--- src/rtl/pchg_pkg.sv ---
// Package: shared types for the precharge timing tracker.
// Assumes the 16-bit timing word layout below; field order in the struct
// follows bit position (most significant first).
package pchg_pkg;

    typedef enum logic [1:0] {
        CMD_ACT = 2'b00,
        CMD_RD  = 2'b01,
        CMD_WR  = 2'b10,
        CMD_PRE = 2'b11
    } cmd_kind_e;

    localparam int ACT_LIM_W = 5;
    localparam int WR_LIM_W  = 5;
    localparam int RD_LIM_W  = 4;
    localparam int PP_LIM_W  = 2;
    localparam int CFG_W     = ACT_LIM_W + WR_LIM_W + RD_LIM_W + PP_LIM_W;

    typedef struct packed {
        logic [ACT_LIM_W-1:0] act2pre;  // bits 15:11
        logic [WR_LIM_W-1:0]  wr2pre;   // bits 10:6
        logic [RD_LIM_W-1:0]  rd2pre;   // bits 5:2
        logic [PP_LIM_W-1:0]  pre2pre;  // bits 1:0
    } timing_cfg_t;

endpackage

--- src/rtl/pchg_cfg_reg.sv ---
// Module: timing word register.
// Holds the programmed spacings. A write lands at the clock edge and
// is seen by the trackers from the following cycle. Resets to zero.
module pchg_cfg_reg
    import pchg_pkg::*;
(
    input  logic             clk,
    input  logic             rst_n,
    input  logic             we,
    input  logic [CFG_W-1:0] wdata,
    output timing_cfg_t      cfg
);

    // Capture a new timing word, or clear it in reset.
    always_ff @(posedge clk) begin
        if (!rst_n)  cfg <= '0;
        else if (we) cfg <= timing_cfg_t'(wdata);
    end


    cfg_write_chk: assert property (@(posedge clk) disable iff (!rst_n)
        we |=> (cfg == timing_cfg_t'($past(wdata))));

endmodule

--- src/rtl/pchg_sat_counter.sv ---
// Module: saturating elapsed-clock counter.
// Reports the clocks elapsed since the last restart. A restart sets it to 1,
// which covers the edge after the command. It stops at all-ones and never
// wraps. After reset it sits at all-ones, meaning "long ago".
module pchg_sat_counter #(
    parameter int W = 5
) (
    input  logic         clk,
    input  logic         rst_n,
    input  logic         restart,
    output logic [W-1:0] cnt
);

    localparam logic [W-1:0] MAXV = {W{1'b1}};
    localparam logic [W-1:0] ONE  = W'(1);

    // Restart on a command, otherwise count up until saturated.
    always_ff @(posedge clk) begin
        if (!rst_n)            cnt <= MAXV;
        else if (restart)      cnt <= ONE;
        else if (cnt != MAXV)  cnt <= cnt + ONE;
    end


    no_wrap_chk: assert property (@(posedge clk) disable iff (!rst_n)
        (cnt == MAXV && !restart) |=> (cnt == MAXV));


    restart_chk: assert property (@(posedge clk) disable iff (!rst_n)
        restart |=> (cnt == ONE));

endmodule

--- src/rtl/pchg_bank_tracker.sv ---
// Module: per rank-bank spacing tracker.
// Keeps the elapsed clocks since the last ACT, WRITE and READ to one bank,
// and compares each with its programmed minimum. The limits come straight
// from the timing register, so a new word applies to running counts.
module pchg_bank_tracker
    import pchg_pkg::*;
(
    input  logic                 clk,
    input  logic                 rst_n,
    input  logic                 hit_act,
    input  logic                 hit_wr,
    input  logic                 hit_rd,
    input  logic [ACT_LIM_W-1:0] lim_act,
    input  logic [WR_LIM_W-1:0]  lim_wr,
    input  logic [RD_LIM_W-1:0]  lim_rd,
    output logic                 bank_ok
);

    logic [ACT_LIM_W-1:0] act_cnt;
    logic [WR_LIM_W-1:0]  wr_cnt;
    logic [RD_LIM_W-1:0]  rd_cnt;

    pchg_sat_counter #(.W(ACT_LIM_W)) u_act (
        .clk(clk), .rst_n(rst_n), .restart(hit_act), .cnt(act_cnt));
    pchg_sat_counter #(.W(WR_LIM_W)) u_wr (
        .clk(clk), .rst_n(rst_n), .restart(hit_wr), .cnt(wr_cnt));
    pchg_sat_counter #(.W(RD_LIM_W)) u_rd (
        .clk(clk), .rst_n(rst_n), .restart(hit_rd), .cnt(rd_cnt));

    // Bank side of the permission: all three per-bank spacings met.
    always_comb begin
        bank_ok = (act_cnt >= lim_act) && (wr_cnt >= lim_wr) && (rd_cnt >= lim_rd);
    end


    act_block_chk: assert property (@(posedge clk) disable iff (!rst_n)
        (hit_act && !$changed(lim_act) && lim_act > ACT_LIM_W'(1)) |=>
            (!bank_ok || lim_act != $past(lim_act)));

endmodule

--- src/rtl/pchg_rank_tracker.sv ---
// Module: per rank PRE-to-PRE tracker.
// Counts the clocks since the last PRE to any bank of the rank and
// compares the count with the programmed PRE-to-PRE minimum.
module pchg_rank_tracker
    import pchg_pkg::*;
(
    input  logic                clk,
    input  logic                rst_n,
    input  logic                hit_pre,
    input  logic [PP_LIM_W-1:0] lim_pp,
    output logic                rank_ok
);

    logic [PP_LIM_W-1:0] pp_cnt;

    pchg_sat_counter #(.W(PP_LIM_W)) u_pp (
        .clk(clk), .rst_n(rst_n), .restart(hit_pre), .cnt(pp_cnt));

    // Rank side of the permission.
    always_comb begin
        rank_ok = (pp_cnt >= lim_pp);
    end

endmodule

--- src/rtl/pchg_timing_tracker.sv ---
// Module: top of the precharge timing tracker.
// Decodes each valid command into a hit on one bank tracker (ACT, WRITE,
// READ) or one rank tracker (PRE). Combines the bank and rank results into
// the per-target permission vector, and latches a sticky flag when a PRE
// hits a blocked target. Assumes at most one command per clock.
module pchg_timing_tracker
    import pchg_pkg::*;
#(
    parameter int NUM_RANKS = 4,
    parameter int NUM_BANKS = 8
) (
    input  logic                           clk,
    input  logic                           rst_n,
    input  logic                           cfg_we,
    input  logic [15:0]                    cfg_wdata,
    output logic [15:0]                    cfg_rdata,
    input  logic                           cmd_valid,
    input  logic [1:0]                     cmd_type,
    input  logic [$clog2(NUM_RANKS)-1:0]   cmd_rank,
    input  logic [$clog2(NUM_BANKS)-1:0]   cmd_bank,
    output logic [NUM_RANKS*NUM_BANKS-1:0] pre_ok,
    output logic                           pre_violation
);

    localparam int NUM_TGT = NUM_RANKS * NUM_BANKS;
    localparam int TGT_W   = $clog2(NUM_TGT);

    timing_cfg_t          cfg;
    cmd_kind_e            kind;
    logic [TGT_W-1:0]     tgt_idx;
    logic [NUM_RANKS-1:0] rank_ok;
    logic [NUM_RANKS-1:0] rank_sel;
    logic [NUM_TGT-1:0]   tgt_sel;
    logic                 is_act, is_wr, is_rd, is_pre;

    pchg_cfg_reg u_cfg (
        .clk(clk), .rst_n(rst_n), .we(cfg_we), .wdata(cfg_wdata), .cfg(cfg));

    assign cfg_rdata = cfg;

    // Decode the command type and the flat target index.
    always_comb begin
        kind    = cmd_kind_e'(cmd_type);
        is_act  = cmd_valid && (kind == CMD_ACT);
        is_wr   = cmd_valid && (kind == CMD_WR);
        is_rd   = cmd_valid && (kind == CMD_RD);
        is_pre  = cmd_valid && (kind == CMD_PRE);
        tgt_idx = TGT_W'(cmd_rank) * TGT_W'(NUM_BANKS) + TGT_W'(cmd_bank);
    end

    generate
        for (genvar r = 0; r < NUM_RANKS; r++) begin : g_rank
            assign rank_sel[r] = (cmd_rank == r[$clog2(NUM_RANKS)-1:0]);

            pchg_rank_tracker u_rank (
                .clk(clk), .rst_n(rst_n),
                .hit_pre(is_pre && rank_sel[r]),
                .lim_pp(cfg.pre2pre),
                .rank_ok(rank_ok[r]));

            for (genvar b = 0; b < NUM_BANKS; b++) begin : g_bank
                localparam int IDX = r * NUM_BANKS + b;
                logic bank_ok;

                assign tgt_sel[IDX] = rank_sel[r] &&
                                      (cmd_bank == b[$clog2(NUM_BANKS)-1:0]);

                pchg_bank_tracker u_bank (
                    .clk(clk), .rst_n(rst_n),
                    .hit_act(is_act && tgt_sel[IDX]),
                    .hit_wr(is_wr && tgt_sel[IDX]),
                    .hit_rd(is_rd && tgt_sel[IDX]),
                    .lim_act(cfg.act2pre),
                    .lim_wr(cfg.wr2pre),
                    .lim_rd(cfg.rd2pre),
                    .bank_ok(bank_ok));

                // Final permission: bank spacings AND rank spacing.
                assign pre_ok[IDX] = bank_ok && rank_ok[r];
            end
        end
    endgenerate

    // Latch a PRE that targets a blocked rank-bank; hold until reset.
    always_ff @(posedge clk) begin
        if (!rst_n)                         pre_violation <= 1'b0;
        else if (is_pre && !pre_ok[tgt_idx]) pre_violation <= 1'b1;
    end


    viol_sticky_chk: assert property (@(posedge clk) disable iff (!rst_n)
        pre_violation |=> pre_violation);


    viol_set_chk: assert property (@(posedge clk) disable iff (!rst_n)
        (is_pre && !pre_ok[tgt_idx]) |=> pre_violation);


    pp_block_chk: assert property (@(posedge clk) disable iff (!rst_n)
        (is_pre && !cfg_we && cfg.pre2pre > 2'd1) |=> !pre_ok[$past(tgt_idx)]);


    idle_quiet_chk: assert property (@(posedge clk) disable iff (!rst_n)
        (!cmd_valid && !pre_violation) |=> !pre_violation);

endmodule

--- config.mk ---
export PLATFORM = sky130hd
export DESIGN_NAME = pchg_timing_tracker
export DESIGN_NICKNAME = d
export VERILOG_FILES = /design/src/rtl/pchg_pkg.sv /design/src/rtl/pchg_cfg_reg.sv /design/src/rtl/pchg_sat_counter.sv /design/src/rtl/pchg_bank_tracker.sv /design/src/rtl/pchg_rank_tracker.sv /design/src/rtl/pchg_timing_tracker.sv
export SDC_FILE = /design/constraint.sdc
export NUM_CORES = 1
export LEC_CHECK = 0
export BUFFER_PORTS_ARGS = -buffer_cell sky130_fd_sc_hd__buf_4
export CAP_MARGIN = 20
export CORE_MARGIN = 2
export CORE_UTILIZATION = 30
export CTS_BUF_LIST = sky130_fd_sc_hd__clkbuf_8
export CTS_CLUSTER_SIZE = 40
export DETAILED_ROUTE_END_ITERATION = 10
export GPL_ROUTABILITY_DRIVEN = 0
export PLACE_DENSITY = 0.55
export SYNTH_ARGS = -nofsm -noshare
export SYNTH_HDL_FRONTEND = slang
export SYNTH_SLANG_ARGS = --single-unit
export TNS_END_PERCENT = 30
--- constraint.sdc ---
create_clock -name clk -period 8.65 [get_ports clk]
set_input_delay 0 -clock clk [delete_from_list [all_inputs] [get_ports clk]]
set_output_delay 0 -clock clk [all_outputs]
set_load 0.05 [all_outputs]
## Word-level counts from Yosys, hierarchy flattened

Cells that the tools add are included.

- Bits in latches: 0
- Register bits after elaboration: 473
- RAM bits: 0
- Input bits: 27
- Output and inout bits: 49
- Logic and storage cells: 1160
- ROM bits: 0
- Memories kept: 0

- Multiplexer cells: 202
- Eq/ne operators: 113
- Reduce and logical (&&, ||, !) cells: 437
- $add $sub $neg: 101
- Divide/modulo/power cells: 0
- Multipliers: 0
- Bitwise operators: 1
- $lt $le $gt $ge: 101
- Shift-type cells: 0

Operators with widths:

| kind | count |
|---|---|
| 2-to-1 mux 5 bit | 128 |
| adder 5 x 1 -> 5 bit, second input constant | 64 |
| >= comparator 5 bit | 64 |
| inequality test 5 bit, second input constant | 64 |
| 2-to-1 mux 4 bit | 64 |
| logical AND 1 bit | 233 |
| nonzero test 2 bit | 100 |
| OR reduction 2 bit | 100 |
| adder 4 x 1 -> 4 bit, second input constant | 32 |
| >= comparator 4 bit | 32 |
| inequality test 4 bit, second input constant | 32 |
| 2-to-1 mux 2 bit | 8 |
| equality test 3 bit, second input constant | 4 |
| adder 2 x 1 -> 2 bit, second input constant | 4 |
| equality test 2 bit, second input constant | 4 |
| >= comparator 2 bit | 4 |
| inequality test 2 bit, second input constant | 4 |
| equality test 3 x 2 -> 1 bit, second input constant | 2 |
| less-than comparator 5 x 6 -> 1 bit, second input constant | 1 |
| adder 5 x 3 -> 5 bit | 1 |
| binary-select mux 1 bit (select 5 bit) | 1 |
| equality test 2 x 1 -> 1 bit, second input constant | 2 |
| logical NOT 2 bit | 2 |
| equality test 3 x 1 -> 1 bit, second input constant | 1 |
| 4 further kinds | 4 |

## Longest topological paths before layout

Gate-level depths: netlist (run 1).

- Depth in word-level cells: 8
- Gate-level depth with buffers: 11
- Gate-level depth less buffers: 10

## By module

Synthesis (run 1) repeated with hierarchy kept, for this count alone.

- Cells, all modules: 3984
- Area, all modules: 36029.6 µm²

By module, submodules not included:

| module | instances | cells each | seq. area each (µm²) | area an instance (µm²) |
|---|---|---|---|---|
| pchg_sat_counter at g_rank[0].g_bank[0].u_bank.u_act ... | 64 | 26 | 100.1 | 274.0 |
| pchg_bank_tracker | 32 | 45 | 0.0 | 326.6 |
| pchg_sat_counter at g_rank[0].g_bank[0].u_bank.u_rd ... | 32 | 17 | 80.1 | 177.7 |
| pchg_timing_tracker | 1 | 233 | 20.0 | 1221.2 |
| pchg_cfg_reg | 1 | 51 | 320.3 | 615.6 |
| pchg_sat_counter at g_rank[0].u_rank.u_pp ... | 4 | 7 | 40.0 | 83.8 |
| pchg_rank_tracker | 4 | 6 | 0.0 | 46.3 |

## Least setup slack after synthesis (run 1)

OpenSTA, ideal clock, no wires.

- Kind: register to register
- From: register, netlist name u_cfg.cfg[8]
- To: register pre_violation
- Setup time: 0.117 ns
- Data arrival time: 4.257 ns
- Path buffers: 0
- Stages on the path, launching flop included: 11
- Slack: 4.276 ns
- Clock period less this slack: 4.374 ns
- Required time: 8.533 ns
- Cell sequence: dfxtp_1 -> inv_1 -> ha_1 -> nand2_1 -> o21ai_0 -> a31oi_1 -> nor4_1 -> mux2i_1 -> o2111ai_1 -> a41oi_1 -> a32o_1

- Word-level cells in the longest chain between the ends: 8
- Elaborated cells on any way between the ends: 132
- Those cells by class: 32 x order compare; 2 x mux; 98 x reduce/logical

Ends and longest elaborated chain:

| item | line | RTL |
|---|---|---|
| >= comparator 5 bit | pchg_bank_tracker.sv:32 | `bank_ok = (act_cnt >= lim_act) && (wr_cnt >= lim_wr) && (rd_cnt >= lim_rd);` |
| logical AND 1 bit (2 in a row) | pchg_bank_tracker.sv:32 |  |
| logical AND 1 bit | pchg_timing_tracker.sv:79 | `assign pre_ok[IDX] = bank_ok && rank_ok[r];` |
| named net pre_ok[1] | pchg_timing_tracker.sv:21 | `output logic [NUM_RANKS*NUM_BANKS-1:0] pre_ok,` |
| binary-select mux 1 bit (select 5 bit) | pchg_timing_tracker.sv:87 | `else if (is_pre && !pre_ok[tgt_idx]) pre_violation <= 1'b1;` |
| 2-to-1 mux 1 bit (implied by the code) | pchg_timing_tracker.sv:87 |  |
| logical NOT 1 bit | pchg_timing_tracker.sv:87 |  |
| logical AND 1 bit | pchg_timing_tracker.sv:87 |  |
| end signal, assigned | pchg_timing_tracker.sv:86 | `if (!rst_n) pre_violation <= 1'b0;` |
| end signal, assigned | pchg_timing_tracker.sv:87 |  |
| end, declared | pchg_timing_tracker.sv:22 | `output logic pre_violation` |

The timed path passes the listed nets, and every way through them passes these cells. The select of a mux whose other input is x is not followed.
A chain may end at the register's enable or synchronous reset.

## Worst setup path in the final report (run 1)

- From: register, netlist name u_cfg.cfg[13]
- To: register pre_violation

- Word-level cells in the longest chain between the ends: 8
- Elaborated cells on any way between the ends: 132
- Those cells by class: 32 x order compare; 2 x mux; 98 x reduce/logical

Ends and longest elaborated chain:

| item | line |
|---|---|
| >= comparator 5 bit | pchg_bank_tracker.sv:32 |
| logical AND 1 bit (2 in a row) | pchg_bank_tracker.sv:32 |
| logical AND 1 bit | pchg_timing_tracker.sv:79 |
| binary-select mux 1 bit (select 5 bit) (*) | pchg_timing_tracker.sv:87 |
| 2-to-1 mux 1 bit (implied by the code) (*) | pchg_timing_tracker.sv:87 |
| logical NOT 1 bit (*) | pchg_timing_tracker.sv:87 |
| logical AND 1 bit (*) | pchg_timing_tracker.sv:87 |

Mark *: on every way between the ends. The rest lies on a longest branch, timed or not. The select of a mux whose other input is x is not followed.

==> run metrics, run 1 <==
r2r endpoint=pre_violation; multiplexer share of the synthesized area=0.0698; setup slack after layout=4.54 ns; setup slack at placement=4.62 ns; worst r2r path cells=11; Arrival @ worst endpoint=4.77 ns; gr usage total=0.161; die footprint=106000 um^2; CTS clk-pin slew, worst paths=0.07 ns; number of antenna violations at the first check in global routing=0; clock buffer depth=3; fraction of the mapped netlist area in adder cells=0.250; element type at the critical path end=flop; Worst Skew=0.0372 ns; fin crit period=4.11 ns; antenna-violating nets left=0; wire length per cell=17.4 um; post-synthesis simple-gate area fraction=0.155; crit path launch type=flop; grt total ovfl=0; # rows=118; WHS=0.124 ns; Ys Warns=0; post-synthesis cell area=31100 um^2; largest family of logic cells by synthesized area=adder cells; Worst-Skew Late Latency=0.72 ns; Async S/R FF share, synth=0; Slew headroom=0.251; die outline width=326 um; post-CTS setup buffer count=0; hold path depth=5; Tcrit/Tclk final=0.475; share of cells above drive strength 1=0.0775; DR vias=24600; CP required=9.31 ns; MaxCap Viol Count=0; LEAKAGE=15.3 nW; total clock sinks=473; post-DR vias/cell=4.98; Routed WL=86.1 mm; CTS buffer count=88; Fmax=0.243 GHz; I/O Buffers=75; DRT iter0 DRCs=1254; final net count=4150; CORE AREA=103000 um^2; outcome=complete, no violations; PwrDens=358 nW/um^2; Setup Crit Path Kind=flop to flop; Seq/Total Area, Yosys=0.305; dpl cells=4752; Worst Hold Class=input pin to flop; DR top layer=met4; Total Neg Setup Slack=0 ns; 1st-pass router iterations=5; hold wc startpoint=cmd_bank[2]; global-route wire length before repair=135 mm; top_reg_cell synth=dfxtp_1; post_cts resized=0; crit-path max FO=17; FILL cells=10700; Layout area overhead=14.0%; Cells after Synth=3346; Post-synth EDFFs=0; vias in the first global route=23400; Hold EP=g_rank[3].g_bank[0].u_bank.u_act.cnt[3]; Final Max Tran Viols=0; flops & latches, synth=473; reg2reg start=u_cfg.cfg[13]; I/O pin count=76; Fin. Hold Viols=0; TritonCTS clock tree=yes; Diodes inserted=0; Final setup viols=0; Die Span Y=326 um; syn_nets=3993; H-tree depth=3; DPL Wire Length=58.0 mm; VDD IR max=0.155 mV; Non-Filler Instances=4940; Synth Area in Compound Gates=0.133; largest net degree at the start of global routing=202; Post-route DRC=0; synth unique cells=60; RSZ-0062 raised after global routing=false; Post-Synth XOR/XNOR Area=0.0643; clk root buf=clkbuf_8; DRT met1 WL=42.1 mm; Met2 Routed Length=38.1 mm; syn_area_per_cell=9.28 um^2; FF-to-FF setup slack=4.54 ns; met3 WL=3.86 mm; Initial Utilization=0.301; slew at the pin closest to its max-slew limit=1.12 ns
==> critical path, stage by stage (launching register included) <==
cell and delay, ns:
dfxtp_1 0.33, inv_2 0.43, buf_4 0.43, ha_1 0.30
a21oi_1 0.14, o21ai_0 0.10, a31oi_1 0.24, nor4_1 0.09
o41ai_1 0.78, o2111ai_1 0.48, a41oi_1 0.52, a32o_1 0.23
==> cell type report <==
type                            count  area (um^2)  share of cell area
Tap cell                         1380         1730              0.0487
Sequential cell                   473         9470               0.267
Multi-Input combinational cell   2682        20900               0.589
Timing Repair Buffer              138         1160              0.0327
Clock buffer                      112         1540              0.0435
Inverter                          120          453              0.0128
Clock inverter                     35          191             0.00540
==> state kept, by name, summed over array words and instances (netlist names) <==
| name | count |
|---|---|
| g_rank.g_bank.u_bank.u_act.cnt | 160 |
| g_rank.g_bank.u_bank.u_rd.cnt | 128 |
| g_rank.u_rank.u_pp.cnt | 8 |
| g_rank.g_bank.u_bank.u_wr.cnt | 160 |
| u_cfg.cfg | 16 |
| pre_violation | 1 |
==> where the power goes <==
part / internal [mW] / leakage (nW) / total (mW) / switching [mW]
registers: 3.02 / 3.94 / 3.90 / 0.876
logic: 3.26 / 10.3 / 6.58 / 3.33
clock network: 1.18 / 0.987 / 2.20 / 1.01
==> per-stage QoR <==
stage	total power [mW]	utilization	instance area (um^2)
2_1_floorplan	9.00	-	31100
3_3_place_gp	10.4	0.323	33300
3_5_place_dp	10.5	0.323	33300
4_1_cts	12.8	0.344	35400
5_1_grt	14.0	0.344	35400
6_report	12.7	0.344	35400
==> worst max path at each step <==
| stage | from | end | slack (ns) | cells past startpoint |
|---|---|---|---|---|
| global placement | u_cfg.cfg[13] | pre_violation | 4.62 | 11 |
| global route | u_cfg.cfg[13] | pre_violation | 4.42 | 11 |
| finish | u_cfg.cfg[13] | pre_violation | 4.54 | 11 |
| CTS | u_cfg.cfg[13] | pre_violation | 4.61 | 11 |
| detailed placement | u_cfg.cfg[13] | pre_violation | 4.62 | 11 |
| floorplan | u_cfg.cfg[8] | pre_violation | 4.28 | 10 |
==> cell families (layout without fill, tap and decap cells) <==
| kind of cell | after synthesis | after routing |
|---|---|---|
| mux | 214 | 214 |
| simple gates | 862 | 862 |
| xor+xnor | 228 | 228 |
| fa+ha+maj | 620 | 620 |
| compound gates | 758 | 758 |
| buf+inv | 191 | 405 |
| flops | 473 | 473 |
==> repair_timing <==
action	in CTS	in global routing
setup endpoints to repair	0	0
hold buffers	41	0
endpoints found under the hold margin	205	0
==> cell usage in the layout, fill, tap and decap left out, drive strengths merged, types with 92 or more instances in the layout <==
| cell type | instances |
|---|---|
| nand3 | 92 |
| buf | 97 |
| nor2 | 182 |
| nor2b | 119 |
| o21ai | 505 |
| mux2i | 193 |
| inv | 147 |
| nand2 | 102 |
| or3 | 102 |
| dfxtp | 473 |
| xnor2 | 164 |
| clkbuf | 112 |
| ha | 620 |
| a21oi | 116 |
==> synthesized netlist by cell type, types with 65 or more instances <==
master,n,area (um^2)
a21oi_1,116,581
and3_1,65,407
dfxtp_1,473,9470
ha_1,620,7760
inv_1,119,447
mux2i_1,193,1930
nand2_1,102,383
nand3_1,92,460
nor2_1,182,683
nor2b_1,118,738
o21ai_0,495,2480
or3_1,102,638
xnor2_1,164,1440
==> layer usage <==
metal  vias to the layer above  GRT usage
met5                         -          0
met3                       139     0.0286
met4                         0     0.0419
met2                       372      0.260
met1                     11600      0.220
li1                      12500          -
Power figures use the tool's default switching activity.
==> run 2: changes to the inputs <==
Settings changed: ABC_AREA from default to 1, PLACE_DENSITY 0.55 to 0.57.
Clock period 8.65 ns to 3.75 ns, I/O delays scaled along.
==> run metrics, run 2 <==
FF-to-FF setup slack=0.93 ns (-3.61 ns); most frequent cells in the layout=nand2_1, ha_1, inv_1; Layout area overhead=15.1%; Die Span Y=335 um (+2.7%); most area-consuming cells after synthesis=dfxtp_1, ha_1, nand2_1; Worst Skew=0.0349 ns (-0.00229 ns); PwrDens=842 nW/um^2 (+140%); wire length per cell=15.1 um (-13%); Setup Crit Path Kind=flop to primary output; CORE AREA=109000 um^2 (+5.5%); grt total ovfl=0 (unchanged); post-synthesis simple-gate area fraction=0.253 (+0.0982); r2r endpoint=pre_violation; FILL cells=11500 (+7.7%); Routed WL=91.5 mm (+6.3%); post-synthesis cell area=32800 um^2 (+5.6%); finished layout cell area=37700 um^2 (+6.5%); Async S/R FF share, synth=0 (unchanged); footprint of the multi-input gates=20700 um^2 (-0.76%); Final setup viols=0 (unchanged); multiplexer share of the synthesized area=0 (-0.0698); TritonCTS clock tree=yes; syn_area_per_cell=7.47 um^2 (-20%); I/O Buffers=75 (unchanged); DPL Wire Length=67.3 mm (+16%); Synth Area in Compound Gates=0.0861 (-0.0470); commonest non-fill, non-tap cell in the layout=nand2_1; Slew headroom=0.408 (+0.157); Post-synth EDFFs=0 (unchanged); Tcrit/Tclk final=0.903; MaxCap Viol Count=0 (unchanged); WHS=0.0926 ns (-0.0310 ns); CTS clk-pin slew, worst paths=0.06 ns (about the same); leading area contributor after synthesis=dfxtp_1; total clock sinks=473 (unchanged); DRT iter0 DRCs=1693 (+35%); I/O pin count=76 (unchanged); post-CTS setup buffer count=0 (unchanged); antenna-violating nets left=0 (unchanged); H-tree depth=3 (unchanged); Post-Synth XOR/XNOR Area=0.0561 (-0.00819); Fin. Hold Viols=0 (unchanged); vias in the first global route=27200 (+16%); Sequential Area=9470 um^2 (unchanged); largest family of logic cells by synthesized area=simple AND/OR/NAND/NOR gates; synth unique cells=31 (-48%); Layout Utilization=0.347 (+0.00333); Ys Warns=0 (unchanged); dpl cells=5857 (+23%); Arrival @ worst endpoint=3.39 ns (-1.38 ns); Post-route DRC=0 (unchanged); CTS buffer count=89 (+1.1%); # rows=121 (+2.5%); setup slack after layout=0.365 ns (-4.18 ns); Initial Utilization=0.302 (about the same); Fmax=0.295 GHz; die footprint=112000 um^2 (+5.5%); syn_nets=5038 (+26%); number of antenna violations at the first check in global routing=3 (+3); crit path launch type=flop; Power Total=31.8 mW (+150%); post-DR vias/cell=4.80 (-3.6%); hold path depth=4 (-1); Seq/Total Area, Yosys=0.289 (-0.0160); die outline width=335 um (+2.7%); fraction of the mapped netlist area in adder cells=0.237 (-0.0131); top_reg_cell synth=dfxtp_1; largest net degree at the start of global routing=102 (-50%); DR vias=29100 (+18%); Cells after Synth=4391 (+31%); Final Max Tran Viols=0 (unchanged); 1st-pass router iterations=5 (unchanged); RSZ-0062 raised after global routing=false; hold wc startpoint=cfg_we; clk root buf=clkbuf_8; Placed Area=35300 um^2 (+6.2%); CP required=3.75 ns (-5.56 ns); gr usage total=0.163 (+0.00195); Non-Filler Instances=6069 (+23%); most numerous cell in the Yosys netlist=nand2_1; post_cts resized=0 (unchanged); final net count=5229 (+26%); reg2reg start=u_cfg.cfg[13]; slew at the pin closest to its max-slew limit=0.886 ns (-0.232 ns); Hold EP=u_cfg.cfg[1]; worst r2r path cells=16 (+5); VDD IR max=0.374 mV (+140%); Regs by FF count=g_rank.g_bank.u_bank.u_act.cnt: 160 flops, g_rank.g_bank.u_bank.u_wr.cnt: 160 flops, g_rank.g_bank.u_bank.u_rd.cnt: 128 flops; synth cell count leaders=nand2_1, ha_1, inv_1; flops & latches, synth=473 (unchanged); crit-path max FO=25 (+8); share of cells above drive strength 1=0.0725 (-0.00505); Synth top area share=0.289 (-0.0160); setup slack at placement=0.912 ns (-3.71 ns); fin crit period=3.39 ns; Worst Hold Class=input pin to flop; Total Neg Setup Slack=0 ns (unchanged); Worst-Skew Late Latency=0.71 ns (about the same); element type at the critical path end=primary output; global-route wire length before repair=146 mm (+7.7%); LEAKAGE=18.7 nW (+22%); outcome=complete, no violations; clock buffer depth=3 (unchanged)
-- run 2: cell types whose count changed after synthesis, moves of 146 or more --
| cell | previous run | this run |
|---|---|---|
| xor2_1 | 64 | 210 |
| mux2i_1 | 193 | 0 |
| nand2_1 | 102 | 762 |
| nand3_1 | 92 | 537 |
| inv_1 | 119 | 611 |
| o21ai_0 | 495 | 253 |
| xnor2_1 | 164 | 0 |
-- run 2: layout make-up --
cell class | instances | area share
multi-input combinational | 3226 | 0.549
sequential | 473 | 0.251
inverter | 627 | 0.0624
tap | 1414 | 0.0469
clock buffer | 122 | 0.0445
timing repair buffer | 165 | 0.0395
clock inverter | 37 | 0.00600
antenna | 5 | 0.000332
-- run 2: critical path, stage by stage, from the launching register on --
cell,delay (ns)
dfxtp_1,0.32
inv_2,0.58
buf_4,0.33
ha_1,0.18
nand2_1,0.04
o21ai_0,0.16
nand3_1,0.09
nand2_1,0.06
nand2_1,0.07
inv_1,0.07
nand2_1,0.05
nor2_1,0.40
buf_4,0.30
-- run 2: metal layers --
layer / global-route usage / vias up / share of wire
met4: 0.0439 / 0 / 0.024
li1: - / 15100 / -
met3: 0.0328 / 138 / 0.062
met1: 0.229 / 13300 / 0.49
met5: 0 / - / 0
met2: 0.251 / 607 / 0.42
-- run 2: cells by family after synthesis --
group	after synthesis
XOR/XNOR	210
adder cells (fa/ha/maj)	620
AND/OR/NAND/NOR	1863
buffers and inverters	692
AO/OA/AOI/OAI	533
flip-flops	473
-- run 2: worst max-delay path by stage --
stage | start | to | slack (ns) | cells past startpoint
6_report | u_cfg.cfg[13] | pre_ok[24] | 0.36 | 12
5_1_grt | u_cfg.cfg[6] | pre_ok[15] | 0.21 | 7
4_1_cts | u_cfg.cfg[13] | pre_ok[24] | 0.30 | 12
3_5_place_dp | u_cfg.cfg[13] | pre_violation | 0.91 | 16
3_3_place_gp | u_cfg.cfg[13] | pre_violation | 0.92 | 16
2_1_floorplan | u_cfg.cfg[13] | pre_violation | 0.40 | 15
-- run 2: where the power goes --
part	switching [mW]	total, mW	leakage, nW	internal (mW)
sequential	2.17	9.34	3.95	7.18
clock	2.42	5.45	1.07	3.03
combinational	9.72	17.0	13.7	7.26
-- run 2: timing repair --
item                                    in CTS  in global routing
hold buffers                                48                  0
hold endpoints to repair                   242                  0
endpoints found under the setup margin       0                  0
